[config.mk]
export PLATFORM = sky130hd
export DESIGN_NAME = ocp_blank_gate
export DESIGN_NICKNAME = d
export VERILOG_FILES = /design/src/rtl/ocp_pkg.sv /design/src/rtl/ocp_precond_timer.sv /design/src/rtl/ocp_pulse_gate.sv /design/src/rtl/ocp_blank_gate.sv
export SDC_FILE = /design/constraint.sdc
export NUM_CORES = 1
export LEC_CHECK = 0
export BUFFER_PORTS_ARGS = -buffer_cell sky130_fd_sc_hd__buf_2
export CORE_AREA = 4 4 41 43
export CTS_CLUSTER_DIAMETER = 150
export DETAILED_ROUTE_END_ITERATION = 10
export DIE_AREA = 0 0 45 47
export RECOVER_POWER = 25
export SYNTH_ARGS = -nofsm -noshare
export SYNTH_HDL_FRONTEND = slang
export SYNTH_SLANG_ARGS = --single-unit
[constraint.sdc]
create_clock -name clk -period 2.1 [get_ports clk]
set_input_delay 0.21 -clock clk [delete_from_list [all_inputs] [get_ports clk]]
set_output_delay 0.21 -clock clk [all_outputs]
set_load 0.1 [all_outputs]
[src/rtl/ocp_pkg.sv]
// Shared definitions for the overcurrent blanking block.
// Assumes nothing beyond a synchronous single-clock environment.
package ocp_pkg;

    typedef enum logic {
        PH_OPEN = 1'b0,
        PH_HOLD = 1'b1
    } pre_phase_t;

    // Width needed to count 0..n inclusive
    function automatic int unsigned cnt_width(input int unsigned n);
        return (n < 2) ? 1 : $clog2(n + 1);
    endfunction

endpackage

[src/rtl/ocp_precond_timer.sv]
// Precondition window controller.
// Raises the precondition on a cycle start. Drops it on the first switch-high
// sample, or after PRE_CYC clocks. Also delays the start pulse by one clock
// for the gate stage.
// Assumes cyc_start is a one-clock pulse and PRE_CYC >= 1.
module ocp_precond_timer
    import ocp_pkg::*;
#(
    parameter int unsigned PRE_CYC = 5
) (
    input  logic clk,
    input  logic rst_n,
    input  logic cyc_start,
    input  logic sw_high,
    output logic precond,
    output logic start_d
);
    localparam int unsigned CNT_W = cnt_width(PRE_CYC);
    localparam logic [CNT_W-1:0] LAST = CNT_W'(PRE_CYC - 1);

    pre_phase_t       phase_q;
    logic [CNT_W-1:0] cnt_q;
    logic             start_q;

    // Window state and lead counter
    always_ff @(posedge clk) begin
        if (!rst_n) begin
            phase_q <= PH_OPEN;
            cnt_q   <= '0;
        end else if (cyc_start) begin
            phase_q <= PH_HOLD;
            cnt_q   <= '0;
        end else if (phase_q == PH_HOLD) begin
            if (sw_high || cnt_q == LAST) begin
                phase_q <= PH_OPEN;
            end else begin
                cnt_q <= cnt_q + 1'b1;
            end
        end
    end

    // One-clock delayed start, used to open the gate after the lead
    always_ff @(posedge clk) begin
        if (!rst_n) start_q <= 1'b0;
        else        start_q <= cyc_start;
    end

    assign precond = (phase_q == PH_HOLD);
    assign start_d = start_q;
endmodule

[src/rtl/ocp_pulse_gate.sv]
// High-side pulse gate with overcurrent cut-off.
// Passes the PWM request once the cycle is open. Masks the overcurrent flag
// during the precondition. Cuts the pulse combinationally on a trip, and
// latches the off state until the next cycle start.
// Assumes one PWM pulse per switching cycle.
module ocp_pulse_gate (
    input  logic clk,
    input  logic rst_n,
    input  logic cyc_start,
    input  logic start_d,
    input  logic precond,
    input  logic pwm_req,
    input  logic oc_flag,
    output logic hs_gate,
    output logic oc_evt
);
    logic open_q;
    logic trip_q;
    logic done_q;
    logic evt_q;
    logic hold_off;
    logic trip_now;

    // Sensing is live only after release; trips only count while on
    always_comb begin
        hold_off = trip_q | done_q;
        trip_now = open_q & ~hold_off & pwm_req & oc_flag & ~precond;
        hs_gate  = open_q & ~hold_off & pwm_req & ~trip_now;
    end

    // Per-cycle open / tripped / finished state
    always_ff @(posedge clk) begin
        if (!rst_n) begin
            open_q <= 1'b0;
            trip_q <= 1'b0;
            done_q <= 1'b0;
        end else if (cyc_start) begin
            open_q <= 1'b0;
            trip_q <= 1'b0;
            done_q <= 1'b0;
        end else begin
            if (start_d)            open_q <= 1'b1;
            if (trip_now)           trip_q <= 1'b1;
            if (open_q && !pwm_req) done_q <= 1'b1;
        end
    end

    // Single event pulse toward the fault counter
    always_ff @(posedge clk) begin
        if (!rst_n) evt_q <= 1'b0;
        else        evt_q <= trip_now;
    end

    assign oc_evt = evt_q;
endmodule

[src/rtl/ocp_blank_gate.sv]
// Top of the pulse-by-pulse overcurrent limiter.
// Combines the precondition timer and the pulse gate.
// Assumes the switching cycle is longer than PRE_CYC + 2 clocks.
module ocp_blank_gate #(
    parameter int unsigned PRE_CYC = 5
) (
    input  logic clk,
    input  logic rst_n,
    input  logic cyc_start_i,
    input  logic pwm_req_i,
    input  logic sw_high_i,
    input  logic oc_flag_i,
    output logic hs_gate_o,
    output logic precond_o,
    output logic oc_evt_o
);
    logic pre_w;
    logic start_d_w;

    ocp_precond_timer #(.PRE_CYC(PRE_CYC)) u_timer (
        .clk       (clk),
        .rst_n     (rst_n),
        .cyc_start (cyc_start_i),
        .sw_high   (sw_high_i),
        .precond   (pre_w),
        .start_d   (start_d_w)
    );

    ocp_pulse_gate u_gate (
        .clk       (clk),
        .rst_n     (rst_n),
        .cyc_start (cyc_start_i),
        .start_d   (start_d_w),
        .precond   (pre_w),
        .pwm_req   (pwm_req_i),
        .oc_flag   (oc_flag_i),
        .hs_gate   (hs_gate_o),
        .oc_evt    (oc_evt_o)
    );

    assign precond_o = pre_w;
endmodule

==> results_dict.tcl <==
set metrics [dict create \
    status "finished clean" \
    slew_headroom_pct 67.9 \
    setup_tns_ns 0 \
    start_kind "flop" \
    worstPathMaxFanout 2 \
    cp_cell_sequence "nand4bb_1, a21oi_4, buf_2" \
    p_leak_uw 0.000199 \
    hold_violations 0 \
    core_area_um2 1300 \
    drtPass1Iterations 4 \
    area_growth_pct 25.2 \
    vias 314 \
    cts_sinks 9 \
    n_antenna_cell 0 \
    drv_slew 0 \
    fp.dieH_um 47 \
    die_area_um2 2120 \
    overflow 0 \
    ff2ff_setup_slack_ns 0.77 \
    drtAntennaViolNets 0 \
    cts_max_level 1 \
    place_inst 63 \
    cts_inserted_buffers 3 \
    clk_latency_ns 0.26 \
    worstPathArrival_ns 1.38 \
    timing.rr.end "u_timer.cnt_q[0]" \
    grt_pass1_wl_um 1230 \
    grt_pass1_vias 317 \
    worstHoldPathCells 2 \
    layoutNonFillerInstCount 67 \
    synth_area_per_cell_um2 9.45 \
    postCtsSetupRepairBufs 0 \
    slowest_stage "buf_2" \
    whs_endpoint "u_timer.start_d" \
    fin_crit_sh_pct 75.7 \
    rr_startpoint "u_timer.cnt_q[0]" \
    r2r_cells 5 \
    drt-initial-drc-count 6 \
    portBuffers 8 \
    cts_tree "built" \
    cts_hold_buf 0 \
    path_delay_family "buffers and inverters" \
    max_stage_delay_ns 0.43 \
    die_x_um 45 \
    power_density_nw_per_um2 729 \
    worst_slew_pin_slew_ns 0.484 \
    path_class "reg -> out" \
    place_congestion 0.719 \
    start_util_pct 29.0 \
    netlist_area_um2 378 \
    drt-wirelength-per-cell_um 9.78 \
    hold_class "in -> reg" \
    worst_ep_required_time_ns 1.89 \
    path_clk_slew_ns 0.06 \
    cp-end-kind "primary output" \
    ioPinCount 9 \
    max_cap_viol_count 0 \
    ir_drop_v 0.000243 \
    drc 0 \
    hpwlAfterDp_um 524 \
    period_minus_slack_ns 1.59 \
    seq_area_frac_synth_pct 47.7 \
    via_per_inst 4.69 \
    grt_max_degree 6 \
    synth_cells 40 \
    synth_cell_types 18 \
    yosysWarnings 0 \
    grt_util_all_layers_pct 8.33 \
    max_freq_mhz 629 \
    nets 61 \
    crit_buf_inv 1 \
    synth.ff_latch_count 9 \
    skew_ns 0.00497 \
    rows 13 \
    cts_resized 0 \
    finalSetupViolCount 0 \
    wl_um 655 \
    antenna_found_initial 0 \
    min-delay-start "cyc_start_i" \
    clockBufferDepth 2 \
    cts_root_buf "clkbuf_4" \
    syn_nets 48 \
    layout-drive-gt1-share_pct 23.1 \
    rsz0062_at_grt "no" \
]
-- worst max-delay path by stage --
| stage | end | cells after the start | from |
|---|---|---|---|
| floorplan | hs_gate_o | 2 | u_timer.precond |
| global placement | hs_gate_o | 3 | u_gate.done_q |
| detailed placement | hs_gate_o | 3 | u_gate.done_q |
| CTS | hs_gate_o | 3 | u_gate.done_q |
| global route | hs_gate_o | 3 | u_gate.done_q |
| finish | hs_gate_o | 3 | u_gate.done_q |
-- final cells by class --
class / count / area, um^2
clock buffer: 4 / 26.3
fill: 141 / 828
inverter: 4 / 15.0
multi-input combinational: 27 / 194
sequential: 9 / 180
tap: 15 / 18.8
timing repair buffer: 8 / 38.8
-- per-stage QoR --
| step | area, um^2 | utilization [%] | hold WS (ns) | setup WS (ns) | total power [uW] |
|---|---|---|---|---|---|
| finish | 473 | 36.3 | 0.196 | 0.511 | 345 |
| CTS | 474 | 36.4 | 0.190 | 0.494 | 350 |
| global route | 473 | 36.3 | 0.209 | 0.445 | 361 |
| global placement | 448 | 34.4 | 0.418 | 0.789 | 217 |
| detailed placement | 448 | 34.4 | 0.435 | 0.777 | 217 |
| floorplan | 389 | - | 0.328 | 0.122 | 206 |
-- flip-flops by register name (all words and copies together) (netlist names) --
register and count:
u_gate.done_q 1, u_gate.oc_evt 1, u_gate.open_q 1, u_gate.trip_q 1
u_timer.cnt_q 3, u_timer.precond 1, u_timer.start_d 1
-- cells by family after synthesis --
kind of cell / share of synthesized area [%]
simple gates: 29.1
flops: 47.7
compound gates: 12.6
buf+inv: 3.97
fa+ha+maj: 6.62
-- cell usage after synthesis, drive strengths merged --
library cell | count | area share [%]
dfxtp | 9 | 48
a21oi | 4 | 5.3
inv | 4 | 4.0
nor2 | 4 | 4.0
and2 | 3 | 5.0
ha | 2 | 6.6
nand2b | 2 | 3.3
o21a | 2 | 4.0
and2b | 1 | 2.3
and4b | 1 | 2.6
nand4b | 1 | 2.3
nand4bb | 1 | 3.0
nor2b | 1 | 1.7
nor3 | 1 | 1.3
nor3b | 1 | 2.0
o21ai | 1 | 1.3
o31ai | 1 | 2.0
or3 | 1 | 1.7
-- cells in the final DEF, fill, tap and decap left out --
master and n:
a21oi_4 1, o31ai_1 1, or3_1 1, and4b_1 1
and2b_2 1, nand4b_1 1, nor2_1 4, o21a_1 2
dfxtp_1 9, a21oi_1 3, nor3b_1 1, clkbuf_4 3
nor3_1 1, nand2b_1 2, clkbuf_1 2, nand4bb_1 1
inv_1 4, nor2b_1 1, buf_2 7, o21ai_0 1
and2_1 3, ha_1 2
-- worst register-to-register path: stages, from the launching register on --
cell	delay, ns
dfxtp_1	0.37
inv_1	0.06
ha_1	0.19
and2_1	0.19
or3_1	0.31
a21oi_1	0.15
-- per-layer routing --
metal	share of wire, %	wire length [um]	global-route usage, %
met5	0	0	0
met4	1.5	10	7.02
met3	11	71	2.30
met2	41	268	13.3
met1	46	304	9.20
-- power by group --
group | internal, uW | total [uW] | switching, uW
logic | 11.1 | 34.7 | 23.7
registers | 175 | 178 | 2.95
clock network | 73.1 | 132 | 59.1
total | 259 | 345 | 85.7
(Power assumes the default switching activity.)
